===== src/rtl/pkt_crc_pkg.sv =====
package pkt_crc_pkg;
   localparam logic [15:0] CRC16_POLY_DEF = 16'h1021;
   localparam logic [15:0] CRC16_SEED_DEF = 16'hFFFF;

   typedef enum logic {
      CRC_MODE_GEN = 1'b0,
      CRC_MODE_CHK = 1'b1
   } crc_mode_e;
endpackage


===== src/rtl/crc_lane_fold.sv =====
// Folds one lane of W bits, MSB first, into the running CRC; bypasses when en is low.
module crc_lane_fold #(
   parameter int              W    = 16,
   parameter logic [W-1:0]    POLY = 16'h1021
) (
   input  logic [W-1:0] crc_in,
   input  logic [W-1:0] lane,
   input  logic         en,
   output logic [W-1:0] crc_out
);
   logic [W-1:0] acc;
   logic         fb;

   always_comb begin
      acc = crc_in;
      fb  = 1'b0;
      for (int b = W - 1; b >= 0; b--) begin
         fb  = acc[W-1] ^ lane[b];
         acc = {acc[W-2:0], 1'b0} ^ (fb ? POLY : '0);
      end
      crc_out = en ? acc : crc_in;
   end
endmodule


===== src/rtl/crc_lane_plan.sv =====
// Decides which lanes are folded and which lane carries the received CRC.
// Native mask indexing: bit LANES-1 is the first lane of the word.
module crc_lane_plan #(
   parameter int LANES = 4
) (
   input  logic             eop,
   input  logic             check,
   input  logic [LANES-1:0] hmask,
   output logic [LANES-1:0] fold_en,
   output logic [LANES-1:0] crc_sel
);
   localparam logic [LANES-1:0] ONE = {{(LANES-1){1'b0}}, 1'b1};

   logic [LANES-1:0] last_lane;

   always_comb begin
      last_lane = hmask & (~hmask + ONE);
      if (eop) begin
         crc_sel = check ? last_lane : '0;
         fold_en = hmask & ~crc_sel;
      end else begin
         crc_sel = '0;
         fold_en = '1;
      end
   end
endmodule


===== src/rtl/pkt_crc16.sv =====
module pkt_crc16 #(
   parameter int               DATA_W    = 64,
   parameter int               LANE_W    = 16,
   parameter int               ZERO_LEAD = 6,
   parameter logic [LANE_W-1:0] POLY     = pkt_crc_pkg::CRC16_POLY_DEF,
   parameter logic [LANE_W-1:0] SEED     = pkt_crc_pkg::CRC16_SEED_DEF
) (
   input  logic                       clk,
   input  logic                       rst_n,
   input  logic                       check_mode,
   input  logic                       in_valid,
   input  logic                       in_sop,
   input  logic                       in_eop,
   input  logic [DATA_W-1:0]          in_data,
   input  logic [DATA_W/LANE_W-1:0]   in_hmask,
   output logic                       out_valid,
   output logic                       out_eop,
   output logic [LANE_W-1:0]          crc_value,
   output logic                       crc_err
);
   import pkt_crc_pkg::*;

   localparam int LANES = DATA_W / LANE_W;
   localparam logic [LANES-1:0] ONE_L = {{(LANES-1){1'b0}}, 1'b1};

   // elaboration-time parameter checks
   if (DATA_W % LANE_W != 0) begin : g_bad_width
      $error("DATA_W must be a multiple of LANE_W");
   end
   if (LANES < 2) begin : g_bad_lanes
      $error("at least two lanes are required");
   end
   if (ZERO_LEAD < 0 || ZERO_LEAD >= LANE_W) begin : g_bad_lead
      $error("ZERO_LEAD must lie in [0, LANE_W)");
   end

   crc_mode_e mode;
   assign mode = crc_mode_e'(check_mode);

   logic [LANE_W-1:0] crc_q;
   logic [LANES-1:0]  fold_en;
   logic [LANES-1:0]  crc_sel;
   logic [LANE_W-1:0] rx_crc;
   logic [LANE_W-1:0] chain [LANES+1];

   crc_lane_plan #(.LANES(LANES)) u_plan (
      .eop     (in_eop),
      .check   (mode == CRC_MODE_CHK),
      .hmask   (in_hmask),
      .fold_en (fold_en),
      .crc_sel (crc_sel)
   );

   assign chain[0] = in_sop ? SEED : crc_q;

   for (genvar j = 0; j < LANES; j++) begin : g_lane
      logic [LANE_W-1:0] raw;
      logic [LANE_W-1:0] eff;
      assign raw = in_data[DATA_W-1-j*LANE_W -: LANE_W];
      if (j == 0 && ZERO_LEAD > 0) begin : g_lead
         localparam logic [LANE_W-1:0] KEEP = {LANE_W{1'b1}} >> ZERO_LEAD;
         assign eff = in_sop ? (raw & KEEP) : raw;
      end else begin : g_plain
         assign eff = raw;
      end
      crc_lane_fold #(.W(LANE_W), .POLY(POLY)) u_fold (
         .crc_in  (chain[j]),
         .lane    (eff),
         .en      (fold_en[LANES-1-j]),
         .crc_out (chain[j+1])
      );
   end

   always_comb begin
      rx_crc = '0;
      for (int j = 0; j < LANES; j++) begin
         if (crc_sel[LANES-1-j]) rx_crc = rx_crc | in_data[DATA_W-1-j*LANE_W -: LANE_W];
      end
   end

   always_ff @(posedge clk or negedge rst_n) begin
      if (!rst_n) begin
         crc_q     <= SEED;
         out_valid <= 1'b0;
         out_eop   <= 1'b0;
         crc_err   <= 1'b0;
      end else begin
         out_valid <= in_valid;
         out_eop   <= in_valid && in_eop;
         crc_err   <= in_valid && in_eop && (mode == CRC_MODE_CHK) && (chain[LANES] != rx_crc);
         if (in_valid) crc_q <= chain[LANES];
      end
   end

   assign crc_value = crc_q;

   // error only with the end-of-packet output
   p_err_with_eop_r6: assert property (@(posedge clk) disable iff (!rst_n)
      crc_err |-> out_eop);
   // no error in generate mode
   p_gen_quiet_r5: assert property (@(posedge clk) disable iff (!rst_n)
      $past(!check_mode) |-> !crc_err);
   // one-cycle latency of the valid flag
   p_latency_r7: assert property (@(posedge clk) disable iff (!rst_n)
      in_valid |=> out_valid);
   p_idle_r7: assert property (@(posedge clk) disable iff (!rst_n)
      !in_valid |=> !out_valid);
   p_eop_valid_r7: assert property (@(posedge clk) disable iff (!rst_n)
      out_eop |-> out_valid);
   // value holds across idle cycles
   p_hold_r9: assert property (@(posedge clk) disable iff (!rst_n)
      !in_valid |=> $stable(crc_value));
   // end-word mask is non-empty and filled from the top lane down
   p_mask_shape_r4: assert property (@(posedge clk) disable iff (!rst_n)
      (in_valid && in_eop) |-> (in_hmask != '0 && ((~in_hmask & (~in_hmask + ONE_L)) == '0)));
   // a start marker on a multi-word packet lasts one cycle
   p_sop_once_r2: assert property (@(posedge clk) disable iff (!rst_n)
      (in_valid && in_sop && !in_eop) |=> !(in_valid && in_sop));
endmodule


===== config.mk =====
export PLATFORM = sky130hd
export DESIGN_NAME = pkt_crc16
export DESIGN_NICKNAME = d
export VERILOG_FILES = /design/src/rtl/pkt_crc_pkg.sv /design/src/rtl/crc_lane_fold.sv /design/src/rtl/crc_lane_plan.sv /design/src/rtl/pkt_crc16.sv
export SDC_FILE = /design/constraint.sdc
export NUM_CORES = 1
export LEC_CHECK = 0
export BUFFER_PORTS_ARGS = -buffer_cell sky130_fd_sc_hd__buf_2
export CELL_PAD_IN_SITES_DETAIL_PLACEMENT = 1
export CELL_PAD_IN_SITES_GLOBAL_PLACEMENT = 1
export CORE_ASPECT_RATIO = 2
export CORE_MARGIN = 4
export CORE_UTILIZATION = 27
export CTS_CLUSTER_SIZE = 20
export DETAILED_ROUTE_END_ITERATION = 7
export PLACE_DENSITY_LB_ADDON = 0.1
export SLEW_MARGIN = 15
export SYNTH_ARGS = -nofsm -noshare
export SYNTH_HDL_FRONTEND = slang
export SYNTH_SLANG_ARGS = --single-unit

===== constraint.sdc =====
create_clock -name clk -period 6.15 [get_ports clk]
set_input_delay 0.3075 -clock clk [delete_from_list [all_inputs] [get_ports clk]]
set_output_delay 0.3075 -clock clk [all_outputs]
set_load 0.005 [all_outputs]

Word-level counts from Yosys, hierarchy flattened
Index checks and enable logic that the tools add are counted.
Word-level totals
  output and inout port bits: 19
  flip-flop bits (word level): 19
  bits in read-only memories: 0
  memory bits (writable): 0
  latch bits: 0
  logic and storage cells: 221
  input port bits: 74
  memories: 0
Cells by class
  bitwise logic cells: 135
  shift-type cells: 0
  $add $sub $neg: 1
  order comparisons: 0
  mux-type cells: 77
  reductions and logical operators: 3
  divide/modulo/power cells: 0
  equality and inequality tests: 1
  multiply operators: 0
Operators with widths (number)
  $xor A16 B16 Y16: 64
  $mux W13: 64
  $mux W16: 10
  $xor A1 B1 Y1: 64
  $or A16 B16 Y16: 3
  $ne A16 B16 Y1: 1
  $mux W4: 3
  $and A4 B4 Y4: 2
  $not A4 Y4: 2
  $add A4 B1 Y4 const B: 1
  $logic_and A1 B1 Y1: 3

Depth between registers and ports, before layout
Gate-level depths: netlist (run 1).
  depth in word-level cells: 199
  depth in mapped cells: 26
  gate-level depth less buffers: 22

By module
From an unflattened synthesis (run 1), not the netlist that was laid out.
Unflattened totals
  cells, all modules: 491
  area total of the unflattened synthesis: 4309.1 sq um
By module, submodules not included
  crc_lane_fold: sequential area each 0.0 sq um, times used 4, cells an instance 85, area each 695.7 sq um
  pkt_crc16: sequential area each 495.5 sq um, times used 1, cells an instance 135, area each 1432.6 sq um
  crc_lane_plan: sequential area each 0.0 sq um, times used 1, cells an instance 16, area each 93.8 sq um

Worst setup path after synthesis (run 1)
No wires, ideal clock.
  kind: register to register
  start: register crc_q[15] (netlist: crc_value[15])
  end: register crc_err
  stages on the path, launching flop included: 23
  buffers on the path: 0
  required time: 6.026 ns
  setup time: 0.124 ns
  arrival time: 6.458 ns
  path slack: -0.432 ns
  clock period less this slack: 6.582 ns
  cells stage by stage: dfstp_2 > xnor2_1 > xnor3_2 > xnor3_1 > a211oi_2 > a311o_2 > xnor3_1 > xnor2_2 > xnor3_1 > a21o_1 > xnor3_2 > xor3_2 > xnor3_1 > o21ai_4 > xor2_2 > xnor2_2 > xnor2_4 > xnor3_1 > xor2_1 > nor2_1 > nor3_1 > nand4_1 > o31a_1
Between the ends
  word-level cells in the longest chain between the ends: 103
  elaborated cells between the ends (all ways): 169
  those cells by class: eq/ne: 1; mux: 54; bitwise: 113; reduce/logical: 1
Ends and longest elaborated chain
  start, declared: line pkt_crc16.sv:40  | logic [LANE_W-1:0] crc_q;
  start signal, assigned: line pkt_crc16.sv:91  | if (in_valid) crc_q <= chain[LANES];
  $mux W16 (*): line pkt_crc16.sv:54  | assign chain[0] = in_sop ? SEED : crc_q;
  $xor A1 B1 Y1: line crc_lane_fold.sv:18  | fb = acc[W-1] ^ lane[b];
  $mux W13: line crc_lane_fold.sv:19  | acc = {acc[W-2:0], 1'b0} ^ (fb ? POLY : '0);
  $xor A16 B16 Y16 (4 in a row): line crc_lane_fold.sv:19
  $xor A1 B1 Y1: line crc_lane_fold.sv:18
  $mux W13: line crc_lane_fold.sv:19
  $xor A16 B16 Y16 (4 in a row): line crc_lane_fold.sv:19
  $xor A1 B1 Y1: line crc_lane_fold.sv:18
  [... 75 more ...]
  $mux W13: line crc_lane_fold.sv:19
  $xor A16 B16 Y16 (4 in a row): line crc_lane_fold.sv:19
  $xor A1 B1 Y1: line crc_lane_fold.sv:18
  $mux W13: line crc_lane_fold.sv:19
  $xor A16 B16 Y16 (4 in a row): line crc_lane_fold.sv:19
  $mux W16 (*): line crc_lane_fold.sv:21  | crc_out = en ? acc : crc_in;
  $ne A16 B16 Y1 (*): line pkt_crc16.sv:90  | crc_err <= in_valid && in_eop && (mode == CRC_MODE_CHK) && (chain[LANES] != rx_crc);
  $logic_and A1 B1 Y1 (*): line pkt_crc16.sv:90
  end signal, assigned: line pkt_crc16.sv:90
  end, declared: line pkt_crc16.sv:19  | output logic crc_err
Mark *: on every way between the ends. The rest lies on a longest branch, timed or not.
A chain may end at the register's enable or synchronous reset.

Worst setup path in the final report (run 1)
  start: register crc_q[3] (netlist: crc_value[3])
  end: register crc_err
Between the ends
  word-level cells in the longest chain between the ends: 97
  elaborated cells between the ends (all ways): 145
  those cells by class: eq/ne: 1; mux: 42; bitwise: 101; reduce/logical: 1
Ends and longest elaborated chain (line)
  $mux W16 (*): pkt_crc16.sv:54
  $xor A16 B16 Y16 (12 in a row): crc_lane_fold.sv:19
  $xor A1 B1 Y1: crc_lane_fold.sv:18
  $mux W13: crc_lane_fold.sv:19
  $xor A16 B16 Y16 (4 in a row): crc_lane_fold.sv:19
  $mux W16 (*): crc_lane_fold.sv:21
  $xor A1 B1 Y1: crc_lane_fold.sv:18
  $mux W13: crc_lane_fold.sv:19
  [... 61 more ...]
  $mux W13: crc_lane_fold.sv:19
  $xor A16 B16 Y16 (4 in a row): crc_lane_fold.sv:19
  $xor A1 B1 Y1: crc_lane_fold.sv:18
  $mux W13: crc_lane_fold.sv:19
  $xor A16 B16 Y16 (4 in a row): crc_lane_fold.sv:19
  $mux W16 (*): crc_lane_fold.sv:21
  $ne A16 B16 Y1 (*): pkt_crc16.sv:90
  $logic_and A1 B1 Y1 (*): pkt_crc16.sv:90
Marked as above.

==> results.txt, run 1 <==
----------------------------------------------------
[Run status]
  Status ... complete, but fails checks
  Failing checks ... negative setup slack

[Placement]
  IO buf count ... 92
  Total placed cells including tap cells ... 1138
  Routability cong. ... 0.941
  Setup slack at placement ... -928 ps
  Cell area after placement ... 8020 sq um
  HPWL reported at the end of detailed placement ... 25.0 mm

[GRT]
  Aggregate global routing overflow ... 0
  Largest net degree at the start of global routing ... 25
  Initial antenna violation count ... 0
  Vias in the first global route ... 6683
  Total routing usage reported by global routing ... 25.6%
  Global-route wire length before repair ... 42.4 mm

[Setup path]
  Critical Path Fanout Max ... 4
  Data arrival time of the critical path ... 6680 ps
  Required time at the worst-slack endpoint ... 6290 ps
  Capturing element type of the critical path ... flip-flop
  R2R Path Start ... crc_value[3]$_DFFE_PN1P_
  Reg-to-reg setup timing slack ... -390 ps
  Type of origin of the critical path ... flip-flop
  Count of buffer and inverter cells on the critical path ... 6
  Top cell by count, worst path ... sky130_fd_sc_hd__buf_4
  Critical setup path kind ... flip-flop to flip-flop
  Critical path's largest stage delay ... 530 ps
  Worst setup path startpoint ... crc_value[3]$_DFFE_PN1P_
  Cell with the largest stage delay on the worst path ... sky130_fd_sc_hd__dfstp_2
  CP top delay family ... XOR/XNOR gates

[Synth]
  Post-synth EDFFs ... 0
  Fraction of the yosys area taken by sequential cells ... 8.95%
  Synth Warn # ... 0
  Proportion of netlist area held by the largest area contributor ... 19.9%
  Unique cell type count in the Yosys netlist ... 67
  Number of standard cells after synthesis ... 592
  Main area contributors after synthesis ... sky130_fd_sc_hd__xnor2_1 20%, sky130_fd_sc_hd__xnor3_1 16%, sky130_fd_sc_hd__dfstp_2 7.6%
  Primary flip-flop cell chosen by synthesis mapping ... sky130_fd_sc_hd__dfstp_2
  Flip-flop and latch count after synthesis ... 19
  Fraction of registers with async set/reset ... 100%
  Area of the mapped netlist ... 5540 sq um
  Synth Area per Inst ... 9.35 sq um
  Library cell occupying the most area in the post-synthesis netlist ... sky130_fd_sc_hd__xnor2_1
  Number of nets in the synthesized netlist ... 666

[Die]
  Rows ... 73
  Die Outline Area ... 23000 sq um
  Number of placed I/O pins ... 93
  Horizontal die dimension ... 109 um
  Core area ... 20000 sq um
  Effective utilization at floorplan ... 27.7%
  Die H ... 210 um

[Finish]
  Most frequent cells in the layout ... 260 x sky130_fd_sc_hd__buf_4, 92 x sky130_fd_sc_hd__buf_2, 86 x sky130_fd_sc_hd__xnor2_1, 43 x sky130_fd_sc_hd__nor2_1, 35 x sky130_fd_sc_hd__xnor2_2
  Area growth, synth to finish ... 71.4%
  Share of final-layout standard cells stronger than drive strength 1 ... 57.9%
  Finished Cell Area ... 9490 sq um
  Count of inserted antenna diode cells ... 0
  Most common cell after layout, fill and taps aside ... sky130_fd_sc_hd__buf_4
  Post-layout net count ... 1017
  Layout Cells excl Fill ... 1204

[Routing]
  DRC Markers ... 0
  First-pass DRT Iterations ... 5
  Count of vias placed by the detailed router ... 6041
  Overall routed net length ... 29.6 mm
  Number of routed nets with antenna violations ... 0
  Detailed-route vias per instance ... 5.02
  Count of routing violations after the opening detailed-route iteration ... 306
  Drt wl/cell ... 24.5 um

[STA]
  Worst-case setup margin in the final layout ... -386 ps
  Share of the clock period used by the worst path after layout ... 106%
  Final max-slew violation count ... 0
  Tightest slew margin relative to the limit ... 29.2%
  Min Clock Period, post-route ... 6540 ps
  Max frequency ... 153 MHz
  Slew at the pin closest to its max-slew limit ... 1060 ps
  Maximum clock skew at final layout ... 5.29 ps
  Final-report hold violation count ... 0
  Unrepaired setup endpoints after global routing ... true
  Number of endpoints failing setup at the final stage ... 4
  Setup TNS ... -687 ps

[CTS]
  Clock tree from TritonCTS ... yes
  Clock Path Buffers ... 2
  Number of CTS-inserted buffers ... 3
  Count of H-tree levels built during CTS ... 1
  Clock root cell ... sky130_fd_sc_hd__clkbuf_16
  Number of buffers inserted by hold repair at cts ... 0
  Clock slew seen by the registers of the worst setup and hold paths ... 60 ps
  Skew-Pair Late Insertion Delay ... 260 ps
  Clock sink count ... 19

[Hold path]
  Worst Hold Class ... input pin to async pin

[Job]
  # Max-Cap Violations ... 0

----------------------------------------------------
## registers in the layout, indices dropped and copies added (netlist names)
| name | flops |
|---|---|
| out_eop | 1 |
| out_valid | 1 |
| crc_value | 16 |
| crc_err | 1 |
## path summary, 6_finish.rpt
path / endpoint / cells past startpoint
max in group asynchronous: crc_value[10]$_DFFE_PN1P_ / 1
setup / recovery: crc_err$_DFF_PN0_ / 27
setup reg to reg: crc_err$_DFF_PN0_ / 27
hold reg to reg: crc_value[7]$_DFFE_PN1P_ / 2
min in group clk: out_valid$_DFF_PN0_ / 1
hold / removal: crc_err$_DFF_PN0_ / 1
## through the flow
step                      utilization (%)  hold WS (ps)
after detailed placement             40.1           297
after global routing                 47.4          31.6
after CTS                            44.6          19.2
after floorplan                         -          11.9
after global placement               40.1           300
final                                47.4          3.17
## logic make-up after synthesis
| logic type | share of synthesized area, % |
|---|---|
| xor gates and xnor gates | 54.6 |
| DFF | 8.95 |
| AOI/OAI and AO/OA | 17.0 |
| and+or+nand+nor | 12.7 |
| muxes | 4.18 |
| buffers and inverters | 2.49 |
## metal layers
metal | track usage, % | routed length [um]
met1 | 25.7 | 9990
met2 | 49.2 | 16400
met3 | 1.35 | 740
met4 | 16.4 | 2430
met5 | 0 | 0
## cells in the mapped netlist, drive strengths merged (8+ instances only)
cell,instances
mux2i,14
inv,10
xor3,13
xor2,51
nor2,50
a22o,14
a221oi,8
and2,8
nand2,36
nor3,8
nand3,8
a21oi,19
dfstp,16
xnor3,43
o21ai,25
xnor2,135
o211ai,9
clkbuf,18
## what timing repair did
| item | 4_1_cts | 5_1_grt |
|---|---|---|
| pin swaps | 61 | 38 |
| setup buffers | 36 | 29 |
| endpoints found under the setup margin | 14 | 15 |
| resized for setup | 89 | 69 |
## final cells by class
cell class,instances,area [sq um]
inverter,10,37.5
multi-input combinational,538,5890
clock inverter,1,5.00
fill,2298,10500
clock buffer,3,75.1
timing repair buffer,371,2650
sequential,19,495
tap,262,328
Power of run 1 is not shown: default switching activity piles up to over one toggle a cycle in this logic, so the estimate is an artifact.
==> run 2: changes to the inputs <==
CTS_BUF_LIST = sky130_fd_sc_hd__clkbuf_4 sky130_fd_sc_hd__clkbuf_8   (was not set)
GPL_ROUTABILITY_DRIVEN = 0   (was not set)
TNS_END_PERCENT = 50   (was not set)
==> run 2 against run 1 <==
  * Final cell count is 1.2% lower
  * Global-route usage decreased by 0.057 points
  * Sequential share of layout area rose by 0.16 points
  * Clock skew rose by 4.3 ps
  * Critical path depth up 2
  * Fmax hardly changed
  * The flow still finishes with violations (negative setup slack)
  * Hold slack better by 410 ps
  * Critical path type unchanged
  * Wire length is essentially flat
  * First-iteration DRC count fell by 8.5%
  * Final area shrank 3.1%
==> results.txt, run 2 (synthesized netlist as in run 1, its figures left out) <==
----------------------------------------------------
[STA]
  Share of the clock period used by the worst path after layout ... 106% (about the same)
  Slew at the pin closest to its max-slew limit ... 858 ps (-204 ps)
  Max frequency ... 153 MHz (about the same)
  Final-report hold violation count ... 0 (unchanged)
  Unrepaired setup endpoints after global routing ... true
  Final max-slew violation count ... 0 (unchanged)
  Number of endpoints failing setup at the final stage ... 6 (+2)
  Tightest slew margin relative to the limit ... 42.8% (+14 points)
  Maximum clock skew at final layout ... 9.57 ps (+4.28 ps)
  Min Clock Period, post-route ... 6540 ps (+4.01 ps)
  Worst-case setup margin in the final layout ... -390 ps (-4.01 ps)

[Routing]
  First-pass DRT Iterations ... 4 (-1)
  Count of routing violations after the opening detailed-route iteration ... 280 (-8.5%)
  Count of vias placed by the detailed router ... 6003 (-0.63%)
  Number of routed nets with antenna violations ... 0 (unchanged)
  Detailed-route vias per instance ... 5.04 (+0.54%)
  Drt wl/cell ... 24.8 um (+1.2%)
  Overall routed net length ... 29.5 mm (about the same)
  DRC Markers ... 0 (unchanged)

[Finish]
  Count of inserted antenna diode cells ... 0 (unchanged)
  Post-layout net count ... 1003 (-1.4%)
  Most common cell after layout, fill and taps aside ... sky130_fd_sc_hd__buf_4
  Area growth, synth to finish ... 66.1%
  Largest register FFs ... 16 (unchanged)
  Most frequent cells in the layout ... 247 x sky130_fd_sc_hd__buf_4, 92 x sky130_fd_sc_hd__buf_2, 87 x sky130_fd_sc_hd__xnor2_1, 42 x sky130_fd_sc_hd__nor2_1, 36 x sky130_fd_sc_hd__xnor2_2
  Layout Cells excl Fill ... 1190 (-1.2%)
  Share of final-layout standard cells stronger than drive strength 1 ... 57.2% (-0.64 points)
  Filler Cells Inserted ... 2305 (+0.30%)
  Final Core Density ... 46.0% (-1.5 points)

[CTS]
  Clock slew seen by the registers of the worst setup and hold paths ... 80 ps (+20 ps)
  Skew-Pair Late Insertion Delay ... 280 ps (+20 ps)
  Clock Path Buffers ... 2 (unchanged)
  Clock sink count ... 19 (unchanged)
  Count of H-tree levels built during CTS ... 1 (unchanged)
  Number of CTS-inserted buffers ... 3 (unchanged)
  Clock root cell ... sky130_fd_sc_hd__clkbuf_8
  Clock tree from TritonCTS ... yes

[Setup path]
  Type of origin of the critical path ... flip-flop
  Cell with the largest stage delay on the worst path ... sky130_fd_sc_hd__dfstp_2
  Capturing element type of the critical path ... flip-flop
  R2R Path Start ... crc_value[15]$_DFFE_PN1P_
  Critical setup path kind ... flip-flop to flip-flop
  Data arrival time of the critical path ... 6700 ps (+20 ps)
  Reg-to-reg setup timing slack ... -390 ps (about the same)
  Top cell by count, worst path ... sky130_fd_sc_hd__buf_4
  Path depth of the worst reg2reg path ... 29 (+7.4%)
  Critical path's largest stage delay ... 580 ps (+50 ps)
  Endpoint of the lowest-slack register-to-register path ... crc_err$_DFF_PN0_
  Critical Path Fanout Max ... 4 (unchanged)
  Required time at the worst-slack endpoint ... 6310 ps (+20 ps)

[Run status]
  Status ... complete, but fails checks
  Failing checks ... negative setup slack

[Hold path]
  Hold EP ... out_valid$_DFF_PN0_
  HP Start ... in_valid
  Worst Hold Class ... input pin to flip-flop
  Hold path cells ... 1

[Die]
  Horizontal die dimension ... 109 um (unchanged)
  Core area ... 20000 sq um (unchanged)
  Number of placed I/O pins ... 93 (unchanged)
  Die Outline Area ... 23000 sq um (unchanged)
  Rows ... 73 (unchanged)
  Effective utilization at floorplan ... 27.7% (unchanged)
  Die H ... 210 um (unchanged)

[Placement]
  HPWL reported at the end of detailed placement ... 24.9 mm (-0.31%)
  Total placed cells including tap cells ... 1130 (-0.70%)
  IO buf count ... 92 (unchanged)

[GRT]
  Largest net degree at the start of global routing ... 25 (unchanged)
  Aggregate global routing overflow ... 0 (unchanged)
  Initial antenna violation count ... 0 (unchanged)
  Total routing usage reported by global routing ... 25.5% (-0.057 points)
  Global-route wire length before repair ... 42.1 mm (-0.77%)
  Vias in the first global route ... 6618 (-0.97%)

[Job]
  # Max-Cap Violations ... 0 (unchanged)

----------------------------------------------------
[run 2: changes by cell type in the layout (fill, tap and decap cells not counted), sizes merged]
cell,previous run,this run
buf,371,356
dlygate4sd3,0,1
[run 2: timing repair]
item | in CTS | in global routing
endpoints found under the setup margin | 13 | 16
hold buffers | 1 | 0
endpoints found under the hold margin | 1 | 0
buffers inserted | 36 | 22
pin swaps | 53 | 36
gates resized for setup | 80 | 68
[run 2: how the worst max path moves through the flow]
stage                                          from                end  slack (ps)  depth (start not counted)
after floorplan           crc_value[14]$_DFFE_PN1P_  crc_err$_DFF_PN0_          10                         22
after global placement    crc_value[14]$_DFFE_PN1P_  crc_err$_DFF_PN0_        -660                         22
after detailed placement  crc_value[15]$_DFFE_PN1P_  crc_err$_DFF_PN0_        -810                         27
after CTS                 crc_value[10]$_DFFE_PN1P_  crc_err$_DFF_PN0_        -330                         24
after global routing      crc_value[15]$_DFFE_PN1P_  crc_err$_DFF_PN0_        -610                         26
final                     crc_value[15]$_DFFE_PN1P_  crc_err$_DFF_PN0_        -390                         29
[run 2: area by class of cell]
class | instances | area, sq um | area share, %
clock inverter | 1 | 5.00 | 0.0544
tap | 262 | 328 | 3.56
sequential | 19 | 495 | 5.39
inverter | 10 | 37.5 | 0.408
clock buffer | 3 | 41.3 | 0.449
multi-input combinational | 538 | 5760 | 62.7
timing repair buffer | 357 | 2520 | 27.5
[run 2: through the flow]
step / hold slack (ps) / setup WS (ps) / setup TNS, ps / instance area, sq um
after floorplan: 11.9 / 9.90 / 0 / 5670
after global placement: 306 / -657 / -2090 / 7960
after detailed placement: 308 / -808 / -3220 / 7960
after CTS: 388 / -326 / -554 / 8730
after global routing: 425 / -613 / -2660 / 9200
final: 412 / -390 / -763 / 9200
[run 2: worst max-delay path: cells and delay by family (launching register included)]
kind                      cells  cell delay (ps)
DFF                           1              580
xor gates and xnor gates     11             2520
buffers and inverters         7             1040
muxes                         2              280
and+or+nand+nor               4              710
AOI/OAI and AO/OA             5             1270
[run 2: layer usage]
metal  track usage [%]  up-vias  wire length, um
li1                  -     2772                -
met1              25.4     2969             9700
met2              48.9      189            16300
met3              1.69       73              950
met4              16.7        0             2600
met5                 0        -                0
Power of run 2 is left out for the same reason.
